<file path="config.mk">
export PLATFORM = sky130hd
export DESIGN_NAME = tdm_ctl_port
export DESIGN_NICKNAME = d
export VERILOG_FILES = /design/src/rtl/tdmcp_pkg.sv /design/src/rtl/tdmcp_sampler.sv /design/src/rtl/tdmcp_slot.sv /design/src/rtl/tdmcp_ctlregs.sv /design/src/rtl/tdmcp_txser.sv /design/src/rtl/tdm_ctl_port.sv
export SDC_FILE = /design/constraint.sdc
export NUM_CORES = 1
export LEC_CHECK = 0
export CORE_MARGIN = 5
export CORE_UTILIZATION = 35
export DETAILED_ROUTE_END_ITERATION = 12
export PLACE_DENSITY = 0.62
export RECOVER_POWER = 50
export SLEW_MARGIN = 30
export SYNTH_ARGS = -nofsm -noshare
export SYNTH_HDL_FRONTEND = slang
export SYNTH_SLANG_ARGS = --single-unit
</file>
<file path="constraint.sdc">
create_clock -name clk_i -period 3.01 [get_ports clk_i]
set_clock_uncertainty 0.2 [all_clocks]
set_input_delay 0.602 -clock clk_i [delete_from_list [all_inputs] [get_ports clk_i]]
set_output_delay 0.602 -clock clk_i [all_outputs]
set_load 0.005 [all_outputs]
</file>
<file path="src/rtl/tdmcp_pkg.sv">
package tdmcp_pkg;

   typedef enum logic [1:0] {
      CA_NEG = 2'b00,
      CA_GND = 2'b01,
      CA_POS = 2'b10,
      CA_RSV = 2'b11
   } ca_code_e;

   typedef enum logic [1:0] {
      MD_NORMAL = 2'b00,
      MD_DLOOP  = 2'b01,
      MD_ALOOP  = 2'b10,
      MD_PDOWN  = 2'b11
   } path_mode_e;

   // Sampled pin bundle, frame strobe on top.
   typedef struct packed {
      logic     frame_n;
      logic     pcm;
      logic     ctl;
      ca_code_e ca;
   } pins_t;

   localparam int PINS_W = $bits(pins_t);

endpackage

</file>
<file path="src/rtl/tdmcp_sampler.sv">
module tdmcp_sampler #(
   parameter int          W       = 5,
   parameter logic [W-1:0] RST_VAL = '0
) (
   input  logic         clk_i,
   input  logic         rst_ni,
   input  logic [W-1:0] d_i,
   output logic [W-1:0] q_o
);

   if (W < 1) begin : g_bad_w
      $error("tdmcp_sampler: W must be at least 1");
   end

   for (genvar i = 0; i < W; i++) begin : g_bit
      always_ff @(negedge clk_i or negedge rst_ni) begin
         if (!rst_ni) q_o[i] <= RST_VAL[i];
         else         q_o[i] <= d_i[i];
      end
   end

endmodule

</file>
<file path="src/rtl/tdmcp_slot.sv">
module tdmcp_slot
   import tdmcp_pkg::*;
#(
   parameter int WORD_W = 8,
   localparam int CNT_W = (WORD_W > 2) ? $clog2(WORD_W) : 1
) (
   input  logic              clk_i,
   input  logic              rst_ni,
   input  logic              frame_n_i,
   input  logic              pcm_i,
   input  logic              ctl_i,
   input  ca_code_e          ca_i,
   output logic              shift_o,
   output logic              done_o,
   output logic              commit_o,
   output logic [WORD_W-1:0] pcm_word_o,
   output logic [WORD_W-1:0] ctl_word_o,
   output ca_code_e          ca_o
);

   localparam logic [CNT_W-1:0] LAST = CNT_W'(WORD_W - 1);

   if (WORD_W < 2) begin : g_bad_w
      $error("tdmcp_slot: WORD_W must be at least 2");
   end

   logic [CNT_W-1:0]  cnt_q;
   logic              done_q;
   logic [WORD_W-1:0] pcm_sr_q, ctl_sr_q;
   ca_code_e          ca_q;

   assign shift_o    = !frame_n_i && !done_q;
   assign commit_o   = shift_o && (cnt_q == LAST);
   assign pcm_word_o = {pcm_sr_q[WORD_W-2:0], pcm_i};
   assign ctl_word_o = {ctl_sr_q[WORD_W-2:0], ctl_i};
   assign done_o     = done_q;
   assign ca_o       = ca_q;

   always_ff @(posedge clk_i or negedge rst_ni) begin
      if (!rst_ni) begin
         cnt_q    <= '0;
         done_q   <= 1'b0;
         pcm_sr_q <= '0;
         ctl_sr_q <= '0;
         ca_q     <= CA_NEG;
      end else if (frame_n_i) begin
         cnt_q  <= '0;
         done_q <= 1'b0;
      end else if (!done_q) begin
         pcm_sr_q <= pcm_word_o;
         ctl_sr_q <= ctl_word_o;
         if (cnt_q == '0) ca_q <= ca_i;
         if (cnt_q == LAST) begin
            cnt_q  <= '0;
            done_q <= 1'b1;
         end else begin
            cnt_q <= cnt_q + 1'b1;
         end
      end
   end

   AST_SINGLE_COMMIT: assert property (@(posedge clk_i) disable iff (!rst_ni)
      commit_o |=> !commit_o);
   AST_GAP_CLEARS: assert property (@(posedge clk_i) disable iff (!rst_ni)
      frame_n_i |=> (cnt_q == '0 && !done_q));

endmodule

</file>
<file path="src/rtl/tdmcp_ctlregs.sv">
module tdmcp_ctlregs
   import tdmcp_pkg::*;
#(
   parameter int WORD_W   = 8,
   parameter int HOLD_CYC = 25
) (
   input  logic              clk_i,
   input  logic              rst_ni,
   input  logic              commit_i,
   input  logic [WORD_W-1:0] ctl_word_i,
   input  ca_code_e          ca_i,
   input  logic              static_i,
   input  logic              ctl_lvl_i,
   output logic [WORD_W-1:0] reg_a_o,
   output logic [WORD_W-1:0] reg_b_o,
   output logic              pwrdn_o,
   output logic              dloop_o,
   output logic              aloop_o
);

   localparam logic [WORD_W-1:0] A_RST = {2'b11, {(WORD_W-2){1'b0}}};

   if (WORD_W < 2) begin : g_bad_w
      $error("tdmcp_ctlregs: WORD_W must be at least 2");
   end
   if (HOLD_CYC < 0) begin : g_bad_hold
      $error("tdmcp_ctlregs: HOLD_CYC must not be negative");
   end

   logic hold;

   if (HOLD_CYC > 0) begin : g_hold
      localparam int HOLD_W = $clog2(HOLD_CYC + 1);
      localparam logic [HOLD_W-1:0] HOLD_END = HOLD_W'(HOLD_CYC);
      logic [HOLD_W-1:0] hcnt_q;
      always_ff @(posedge clk_i or negedge rst_ni) begin
         if (!rst_ni)              hcnt_q <= '0;
         else if (hcnt_q != HOLD_END) hcnt_q <= hcnt_q + 1'b1;
      end
      assign hold = (hcnt_q != HOLD_END);
   end else begin : g_nohold
      assign hold = 1'b0;
   end

   logic [WORD_W-1:0] reg_a_q, reg_b_q;
   logic              static_pd_q;
   logic              wr_ok;
   path_mode_e        mode;

   assign wr_ok = commit_i && !hold && !static_i;
   assign mode  = path_mode_e'(reg_a_q[WORD_W-1 -: 2]);

   always_ff @(posedge clk_i or negedge rst_ni) begin
      if (!rst_ni) begin
         reg_a_q     <= A_RST;
         reg_b_q     <= '0;
         static_pd_q <= 1'b1;
      end else begin
         static_pd_q <= ctl_lvl_i;
         if (wr_ok) begin
            unique case (ca_i)
               CA_NEG: begin
                  reg_a_q <= ctl_word_i;
                  reg_b_q <= '0;
               end
               CA_GND: reg_a_q <= ctl_word_i;
               CA_POS: reg_b_q <= ctl_word_i;
               default: ;
            endcase
         end
      end
   end

   assign reg_a_o = reg_a_q;
   assign reg_b_o = reg_b_q;
   assign pwrdn_o = hold || (static_i ? static_pd_q : (mode == MD_PDOWN));
   assign dloop_o = !hold && !static_i && (mode == MD_DLOOP);
   assign aloop_o = !hold && !static_i && (mode == MD_ALOOP);

   AST_HOLD_FREEZE: assert property (@(posedge clk_i) disable iff (!rst_ni)
      hold |=> ($stable(reg_a_q) && $stable(reg_b_q)));
   AST_NEG_CLEARS_B: assert property (@(posedge clk_i) disable iff (!rst_ni)
      (wr_ok && ca_i == CA_NEG) |=> (reg_b_q == '0));
   AST_GND_KEEPS_B: assert property (@(posedge clk_i) disable iff (!rst_ni)
      (wr_ok && ca_i == CA_GND) |=> $stable(reg_b_q));
   AST_POS_KEEPS_A: assert property (@(posedge clk_i) disable iff (!rst_ni)
      (wr_ok && ca_i == CA_POS) |=> $stable(reg_a_q));
   AST_RSV_NO_WRITE: assert property (@(posedge clk_i) disable iff (!rst_ni)
      (commit_i && ca_i == CA_RSV) |=> ($stable(reg_a_q) && $stable(reg_b_q)));
   AST_STATIC_NO_WRITE: assert property (@(posedge clk_i) disable iff (!rst_ni)
      static_i |=> ($stable(reg_a_q) && $stable(reg_b_q)));

endmodule

</file>
<file path="src/rtl/tdmcp_txser.sv">
module tdmcp_txser #(
   parameter int WORD_W = 8
) (
   input  logic              clk_i,
   input  logic              rst_ni,
   input  logic              load_i,
   input  logic              shift_i,
   input  logic [WORD_W-1:0] word_i,
   input  logic              slot_open_i,
   input  logic              enable_i,
   output logic              bit_o,
   output logic              oe_o
);

   if (WORD_W < 2) begin : g_bad_w
      $error("tdmcp_txser: WORD_W must be at least 2");
   end

   logic [WORD_W-1:0] sr_q;

   always_ff @(posedge clk_i or negedge rst_ni) begin
      if (!rst_ni)       sr_q <= '0;
      else if (load_i)   sr_q <= word_i;
      else if (shift_i)  sr_q <= {sr_q[WORD_W-2:0], 1'b0};
   end

   assign bit_o = sr_q[WORD_W-1];
   assign oe_o  = slot_open_i && enable_i;

endmodule

</file>
<file path="src/rtl/tdm_ctl_port.sv">
module tdm_ctl_port
   import tdmcp_pkg::*;
#(
   parameter int WORD_W   = 8,
   parameter int HOLD_CYC = 25
) (
   input  logic              clk_i,
   input  logic              rst_ni,
   input  logic              frame_ni,
   input  logic [1:0]        ca_i,
   input  logic              static_i,
   input  logic              pcm_rx_i,
   input  logic              ctl_i,
   input  logic [WORD_W-1:0] tx_word_i,
   output logic              pcm_tx_o,
   output logic              pcm_tx_oe_o,
   output logic [WORD_W-1:0] rx_word_o,
   output logic              rx_valid_o,
   output logic [WORD_W-1:0] reg_a_o,
   output logic [WORD_W-1:0] reg_b_o,
   output logic              pwrdn_o,
   output logic              dloop_o,
   output logic              aloop_o
);

   localparam pins_t PINS_RST = '{frame_n: 1'b1, pcm: 1'b0, ctl: 1'b0, ca: CA_NEG};

   if (WORD_W < 2) begin : g_bad_w
      $error("tdm_ctl_port: WORD_W must be at least 2");
   end

   pins_t pins_raw, pins_s;
   assign pins_raw = '{frame_n: frame_ni, pcm: pcm_rx_i, ctl: ctl_i, ca: ca_code_e'(ca_i)};

   tdmcp_sampler #(.W(PINS_W), .RST_VAL(PINS_RST)) u_smp (
      .clk_i (clk_i),
      .rst_ni(rst_ni),
      .d_i   (pins_raw),
      .q_o   (pins_s)
   );

   logic              shift, done, commit;
   logic [WORD_W-1:0] pcm_word, ctl_word;
   ca_code_e          slot_ca;

   tdmcp_slot #(.WORD_W(WORD_W)) u_slot (
      .clk_i     (clk_i),
      .rst_ni    (rst_ni),
      .frame_n_i (pins_s.frame_n),
      .pcm_i     (pins_s.pcm),
      .ctl_i     (pins_s.ctl),
      .ca_i      (pins_s.ca),
      .shift_o   (shift),
      .done_o    (done),
      .commit_o  (commit),
      .pcm_word_o(pcm_word),
      .ctl_word_o(ctl_word),
      .ca_o      (slot_ca)
   );

   tdmcp_ctlregs #(.WORD_W(WORD_W), .HOLD_CYC(HOLD_CYC)) u_regs (
      .clk_i     (clk_i),
      .rst_ni    (rst_ni),
      .commit_i  (commit),
      .ctl_word_i(ctl_word),
      .ca_i      (slot_ca),
      .static_i  (static_i),
      .ctl_lvl_i (pins_s.ctl),
      .reg_a_o   (reg_a_o),
      .reg_b_o   (reg_b_o),
      .pwrdn_o   (pwrdn_o),
      .dloop_o   (dloop_o),
      .aloop_o   (aloop_o)
   );

   // PCM path: slot code POS suppresses transfer unless the strap is set.
   logic              pcm_ok, tx_enable;
   logic [WORD_W-1:0] last_rx_q, rx_word_q, tx_src;
   logic              rx_valid_q;

   assign pcm_ok    = static_i || (slot_ca != CA_POS);
   assign tx_enable = !pwrdn_o && (static_i || (ca_code_e'(ca_i) != CA_POS));
   assign tx_src    = dloop_o ? last_rx_q : tx_word_i;

   always_ff @(posedge clk_i or negedge rst_ni) begin
      if (!rst_ni) begin
         rx_valid_q <= 1'b0;
         rx_word_q  <= '0;
         last_rx_q  <= '0;
      end else begin
         rx_valid_q <= commit && pcm_ok;
         if (commit && pcm_ok) begin
            rx_word_q <= dloop_o ? '0 : pcm_word;
            last_rx_q <= pcm_word;
         end
      end
   end

   tdmcp_txser #(.WORD_W(WORD_W)) u_tx (
      .clk_i      (clk_i),
      .rst_ni     (rst_ni),
      .load_i     (pins_s.frame_n),
      .shift_i    (shift),
      .word_i     (tx_src),
      .slot_open_i(!frame_ni && !done),
      .enable_i   (tx_enable),
      .bit_o      (pcm_tx_o),
      .oe_o       (pcm_tx_oe_o)
   );

   assign rx_word_o  = rx_word_q;
   assign rx_valid_o = rx_valid_q;

   AST_RX_PULSE: assert property (@(posedge clk_i) disable iff (!rst_ni)
      rx_valid_q |=> !rx_valid_q);
   AST_OE_IDLE_LOW: assert property (@(posedge clk_i) disable iff (!rst_ni)
      frame_ni |-> !pcm_tx_oe_o);
   AST_PDOWN_NO_OE: assert property (@(posedge clk_i) disable iff (!rst_ni)
      pwrdn_o |-> !pcm_tx_oe_o);
   AST_DLOOP_ZERO: assert property (@(posedge clk_i) disable iff (!rst_ni)
      (commit && pcm_ok && dloop_o) |=> (rx_word_q == '0));

endmodule

</file>
==> run metrics, run 1 <==
top post-synthesis cells by area=dfrtp_1, mux2_2, mux2i_1, inv_1, dfstp_2; CTS tree=done; top cell type by total area after synthesis=dfrtp_1; Core Area=0.00868 mm^2; Worst Path Buf+Inv=2; critical path peak fanout=8; Post-Route WL=6800 um; combinational fraction of design power=11.7%; Final Power=2.21 mW; crit-path leading delay family=simple AND/OR/NAND/NOR gates; Final setup viols=48; distinct cell type count after synthesis=32; FF+latch count, synth=72; H-tree depth=3; Primary FF master, synth=dfrtp_1; Detail Placement HPWL=4510 um; Hold Crit Endpoint=u_regs.g_hold.hcnt_q[4]; Post-synth EDFFs=0; Die Ht=104 um; fill cell count=807; Reg-to-Reg End=u_regs.reg_b_o[1]; Clk pwr share=35.6%; number of synthesis warnings=0; Hold Crit Start=u_regs.g_hold.hcnt_q[4]; Routed Antenna Nets=0; Switching Power=0.556 mW; Worst setup SP type=flip-flop; Flop pwr share=52.7%; Total Die Area=0.0109 mm^2; WHS Path Cells=1; Critical Path RT=3.08 ns; Starting DRT DRC Count=60; most frequent cell after synthesis=dfrtp_1; Setup crit end kind=flip-flop; leakage=1.77 nW; area grow syn2layout=33.6%; Via Count=2098; clock sinks=72; CP arrival=3.45 ns; failing checks=setup timing; Worst VDD drop=0.000196 V; TritonCTS buffer count=9; layout cells sized above 1=23.0%; area of the mapped netlist=0.00312 mm^2; initial antenna violation count=0; root buffer cell=clkbuf_8; Final Hold Fails=0; Placed Instance Area=0.00380 mm^2; Initial Util=35.9%; fin area=0.00416 mm^2; post-synthesis sequential area ratio=58.0%; largest net degree at the start of global routing=34; status=finished, violations left; Pwr Density=530 mW/mm^2; internal power=1.65 mW; ys async rst share=100%; Post-synth top cells=dfrtp_1, mux2_2, inv_1; start of the worst register-to-register path=u_smp.q_o[4]; cells after synthesis=257; Total GRT Usage=13.4%; wire per inst=15.7 um; via/cell ratio=4.83; Hold Path Class=flip-flop to flip-flop; drc violations=0; Slew @ Worst Pin=1.03 ns; Die Wd=104 um; Synth top area share=51.4%; Clk pin slew, worst setup/hold paths=0.08 ns; number of global-route vias before repair=2236; Rel. slew slack=31.3%; r2r setup slk=-0.37 ns; critical path's slowest cell=or4b_4; I/O pin count=46; max-cap check violation count=0; RSZ-0062 raised after global routing=yes; reg2reg path depth=5; Sw Ratio=25.2%; PnR worst setup slack=-0.373 ns; I/O Buffers=45; drt first pass iters=4; num rows=34; Clk Latency, worst-skew pair=0.38 ns; n_diodes=0; Syn Nets=278; Critical Path Max Stage Delay=0.53 ns; Max clock buf depth=2; kind of critical path=flip-flop to flip-flop; Final Max Tran Viols=0; fin nets=342; Cell Chain, Critical Path=or4b_4 -> buf_4 -> nor3_4 -> buf_12 -> mux2i_2; global-route wire length before repair=11700 um; grt ovf=0; syn_area_per_cell=12.1 um^2; GPL Wtd Cong=0.721
power groups by stage:
stage	Sequential (mW)	Combinational [mW]	Clock, mW
floorplan	1.14	0.146	0.00416
CTS	1.16	0.262	0.814
finish	1.16	0.259	0.786
detailed placement	1.18	0.249	0.00416
global route	1.18	0.292	0.865
global placement	1.17	0.242	0.00416
sequential cells by signal, indices dropped and copies added (netlist names):
name                  count
u_regs.g_hold.hcnt_q      5
u_slot.pcm_sr_q           7
rx_word_o                 8
u_slot.ctl_sr_q           7
u_slot.done_o             1
u_tx.sr_q                 8
u_slot.ca_o               2
u_regs.reg_b_o            8
u_smp.q_o                 5
u_slot.cnt_q              3
rx_valid_o                1
u_regs.static_pd_q        1
last_rx_q                 8
u_regs.reg_a_o            8
kinds of logic (layout without fill, tap and decap cells):
logic type | Yosys count | in the layout | share of synthesized area [%]
AO/OA/AOI/OAI | 39 | 39 | 7.59
XOR/XNOR | 4 | 4 | 1.12
adder cells (fa/ha/maj) | 5 | 5 | 2.01
buffers and inverters | 42 | 111 | 5.50
flip-flops | 72 | 72 | 58.0
multiplexers | 48 | 48 | 16.7
AND/OR/NAND/NOR | 47 | 47 | 9.12
worst reg2reg max path: stages (launching register included):
cell and delay [ns]:
dfstp_2 0.36, or4b_4 0.53, buf_4 0.16, nor3_4 0.15
buf_12 0.16, mux2i_2 0.21
routing by layer:
layer	GRT usage (%)	vias up	wire length, um
li1	-	1009	-
met1	18.6	1063	3210
met2	19.6	21	3350
met3	3.48	5	148
met4	5.55	0	97
met5	0	-	0
cell usage in the layout, fill, tap and decap left out, types with 3 or more instances in the layout:
| cell | instances |
|---|---|
| clkdlybuf4s50_1 | 42 |
| o21ai_0 | 17 |
| dfrtp_1 | 64 |
| buf_4 | 8 |
| mux2_2 | 22 |
| nor2b_1 | 8 |
| nand2_1 | 9 |
| inv_1 | 29 |
| mux2i_1 | 16 |
| or3_1 | 8 |
| nor2_1 | 9 |
| dfstp_2 | 4 |
| dfrtn_1 | 4 |
| ha_1 | 5 |
| a211oi_1 | 7 |
| clkbuf_8 | 11 |
| clkinvlp_4 | 3 |
| a31oi_1 | 8 |
| xnor2_1 | 4 |
| clkbuf_1 | 5 |
| mux2_4 | 9 |
| a21oi_1 | 4 |
| buf_12 | 4 |
final cells by class:
class                   instances  area (um^2)  share of cell area [%]
flip-flops and latches         72         1810                    43.4
well taps                     108          135                    3.25
multi-input cells             143         1210                    29.2
repair buffers                 66          688                    16.5
inverters                      28          105                    2.53
clock buffers                  12          155                    3.73
clock inverters                 5         56.3                    1.35
how the worst max path moves through the flow:
stage / startpoint / slack [ns] / to / cells after the start
global placement: u_smp.q_o[4] / -0.37 / u_regs.reg_a_o[1] / 4
detailed placement: u_smp.q_o[4] / -0.40 / u_regs.reg_a_o[3] / 4
global route: u_smp.q_o[4] / -0.40 / u_regs.reg_b_o[1] / 5
floorplan: u_smp.q_o[4] / -0.39 / u_regs.reg_a_o[0] / 3
CTS: u_smp.q_o[4] / -0.41 / u_regs.reg_a_o[3] / 4
finish: u_smp.q_o[4] / -0.37 / u_regs.reg_b_o[1] / 5
per-stage QoR:
| stage | util (%) | setup slack [ns] | instances | hold slack, ns | setup TNS, ns |
|---|---|---|---|---|---|
| global placement | 43.8 | -0.372 | 413 | 0.284 | -10.94 |
| global route | 48.0 | -0.400 | 434 | 0.313 | -12.17 |
| detailed placement | 43.8 | -0.399 | 413 | 0.287 | -11.67 |
| CTS | 47.4 | -0.410 | 434 | 0.300 | -14.56 |
| floorplan | - | -0.390 | 257 | 0.106 | -8.35 |
| finish | 48.0 | -0.373 | 434 | 0.296 | -9.84 |
timing repair:
| action | 4_1_cts | 5_1_grt |
|---|---|---|
| setup buffers | 3 | 0 |
| pin swaps | 2 | 2 |
| hold buffers | 1 | 0 |
| resized for setup | 13 | 11 |
| endpoints found under the hold margin | 3 | 0 |
| endpoints found under the setup margin | 50 | 51 |
| cloned | 1 | 1 |
No activity file was read; power rests on OpenSTA's default activity.
==> inputs of run 2 (changes only) <==
--- a/config.mk
+++ b/config.mk
@@ -6,9 +6,9 @@
 export NUM_CORES = 1
 export LEC_CHECK = 0
 export CORE_MARGIN = 5
-export CORE_UTILIZATION = 35
+export CORE_UTILIZATION = 40
 export DETAILED_ROUTE_END_ITERATION = 12
-export PLACE_DENSITY = 0.62
+export PLACE_DENSITY = 0.68
 export RECOVER_POWER = 50
 export SLEW_MARGIN = 30
 export SYNTH_ARGS = -nofsm -noshare
==> run 2 against run 1 <==
  * The flow still finishes with violations (setup timing)
  * Worst hold slack better by 0.012 ns
  * First-iteration DRC count grew 20%
  * Core utilization rose by 6.0 points
  * Final cell count up 0.46%
  * Critical path depth decreased by 1
  * Sequential power about the same
  * Sequential cell count is the same
  * Routed wire length is 6.3% lower
  * Global-route usage up 0.47 points
  * Design area fell by 0.90%
  * Setup slack worse by 0.022 ns
  * Critical endpoint is now u_regs.reg_a_o[0]
==> run metrics, run 2 (synthesized netlist as in run 1, its figures left out) <==
status=finished, violations left; failing checks=setup timing; via/cell ratio=4.90 (+1.4%); # hold bufs at CTS=0 (-1); PnR worst setup slack=-0.395 ns (-0.0218 ns); Rel. slew slack=4.81% (-26 points); leakage=1.80 nW (+1.6%); root buffer cell=clkbuf_8; n_diodes=0 (unchanged); layout cells sized above 1=24.6% (+1.5 points); Total Die Area=0.00965 mm^2 (-11%); drt first pass iters=5 (+1); global-route wire length before repair=10700 um (-8.5%); Final Hold Fails=0 (unchanged); Initial Util=40.7% (+4.8 points); max-cap check violation count=0 (unchanged); largest net degree at the start of global routing=27 (-21%); Pwr Density=503 mW/mm^2 (-5.1%); Slew @ Worst Pin=1.43 ns (+0.397 ns); Hold Path Class=flip-flop to flip-flop; RSZ-0062 raised after global routing=yes; Worst setup SP type=flip-flop; Critical Path RT=3.04 ns (-0.04 ns); initial antenna violation count=0 (unchanged); Detail Placement HPWL=4380 um (-2.9%); num rows=32 (-5.9%); Clk Latency, worst-skew pair=0.38 ns (about the same); TritonCTS buffer count=9 (unchanged); Starting DRT DRC Count=72 (+20%); number of global-route vias before repair=2071 (-7.4%); Clk pin slew, worst setup/hold paths=0.07 ns (about the same); grt ovf=0 (unchanged); Final Max Tran Viols=0 (unchanged); fin nets=350 (+2.3%); Total GRT Usage=13.8% (+0.47 points); final non-filler cell total=436 (+0.46%); Setup crit end kind=flip-flop; Post-Route WL=6370 um (-6.3%); H-tree depth=3 (unchanged); Final Power=2.08 mW (-6.0%); CTS tree=done; most common cell after layout, fill and taps aside=dfrtp_1; leading cell types in the layout, fill and taps excluded=dfrtp_1, clkdlybuf4s50_1, mux2_2; Critical Path Max Stage Delay=0.56 ns (+0.03 ns); Worst VDD drop=0.000227 V (+16%); Final setup viols=49 (+2.1%); Inst Count DP=411 (-0.48%); critical path peak fanout=8 (unchanged); I/O pin count=46 (unchanged); critical path's slowest cell=or4b_4; Cell Chain, Critical Path=or4b_4 -> nor3_4 -> buf_12 -> mux2_2; drc violations=0 (unchanged); area grow syn2layout=32.4%; Via Count=2138 (+1.9%); Max clock buf depth=2 (unchanged); I/O Buffers=45 (unchanged); clock sinks=72 (unchanged); Die Ht=98.3 um (-5.8%); kind of critical path=flip-flop to flip-flop; Die Wd=98.3 um (-5.8%); GPL Wtd Cong=0.780 (+8.1%); CP arrival=3.43 ns (-0.02 ns); Routed Antenna Nets=0 (unchanged); Core Area=0.00765 mm^2 (-12%); wire per inst=14.6 um (-6.7%); setup TNS=-12.69 ns (-2.84 ns)
[run 2: cell types whose count changed in the layout (fill, tap and decap cells not counted), sizes merged]
cell | previous run | this run
buf | 14 | 23
bufinv | 1 | 0
clkdlybuf4s50 | 42 | 40
clkinv | 0 | 3
clkinvlp | 3 | 1
dlygate4sd2 | 2 | 4
dlygate4sd3 | 1 | 0
[run 2: layout make-up]
type                            instances  area, um^2
Fill cell                             646        3520
Tap cell                              102         128
Timing Repair Buffer                   74         743
Sequential cell                        72        1810
Inverter                               28         105
Multi-Input combinational cell        143        1170
Clock buffer                           12         145
Clock inverter                          5        25.0
[run 2: path summary, 6_finish.rpt]
kind | start | endpoint | slack, ns | cells past startpoint
max | u_smp.q_o[4] | u_regs.reg_a_o[0] | -0.39 | 4
min | u_regs.g_hold.hcnt_q[4] | u_regs.g_hold.hcnt_q[4] | 0.31 | 1
max reg2reg | u_smp.q_o[4] | u_regs.reg_a_o[0] | -0.39 | 4
min reg2reg | u_regs.g_hold.hcnt_q[4] | u_regs.g_hold.hcnt_q[4] | 0.31 | 1
max in group asynchronous | rst_ni | u_smp.q_o[0] | 0.58 | 2
min in group asynchronous | rst_ni | u_regs.reg_b_o[7] | 0.37 | 2
[run 2: report_power, final]
part	total [mW]	switching (mW)	internal, mW
logic	0.256	0.103	0.153
registers	1.16	0.0891	1.07
clock network	0.663	0.345	0.318
[run 2: critical path, delay by kind of cell, from the launching register on]
family / cells / cell delay [ns]
AND/OR/NAND/NOR: 2 / 0.72
buffers and inverters: 1 / 0.14
flip-flops: 1 / 0.36
multiplexers: 1 / 0.33
[run 2: metrics by stage]
step	hold slack [ns]	util [%]	setup slack, ns	instance area [um^2]
floorplan	0.106	-	-0.390	3120
global placement	0.276	49.9	-0.346	3810
detailed placement	0.285	49.9	-0.428	3810
CTS	0.130	53.4	-0.384	4080
global route	0.323	53.9	-0.427	4120
finish	0.308	53.9	-0.395	4120
[run 2: timing repair]
item | 4_1_cts | 5_1_grt
pin swaps | 1 | 0
setup endpoints to repair | 51 | 49
buffers inserted | 4 | 2
resized for setup | 15 | 3
cloned | 2 | 1
[run 2: metal layers]
layer / routed length [um] / vias to the layer above / global-route usage [%]
met5: 0 / - / 0
met1: 3110 / 1065 / 19.9
met4: 148 / 0 / 6.09
met2: 2870 / 36 / 19.9
met3: 244 / 14 / 3.36
li1: - / 1023 / -
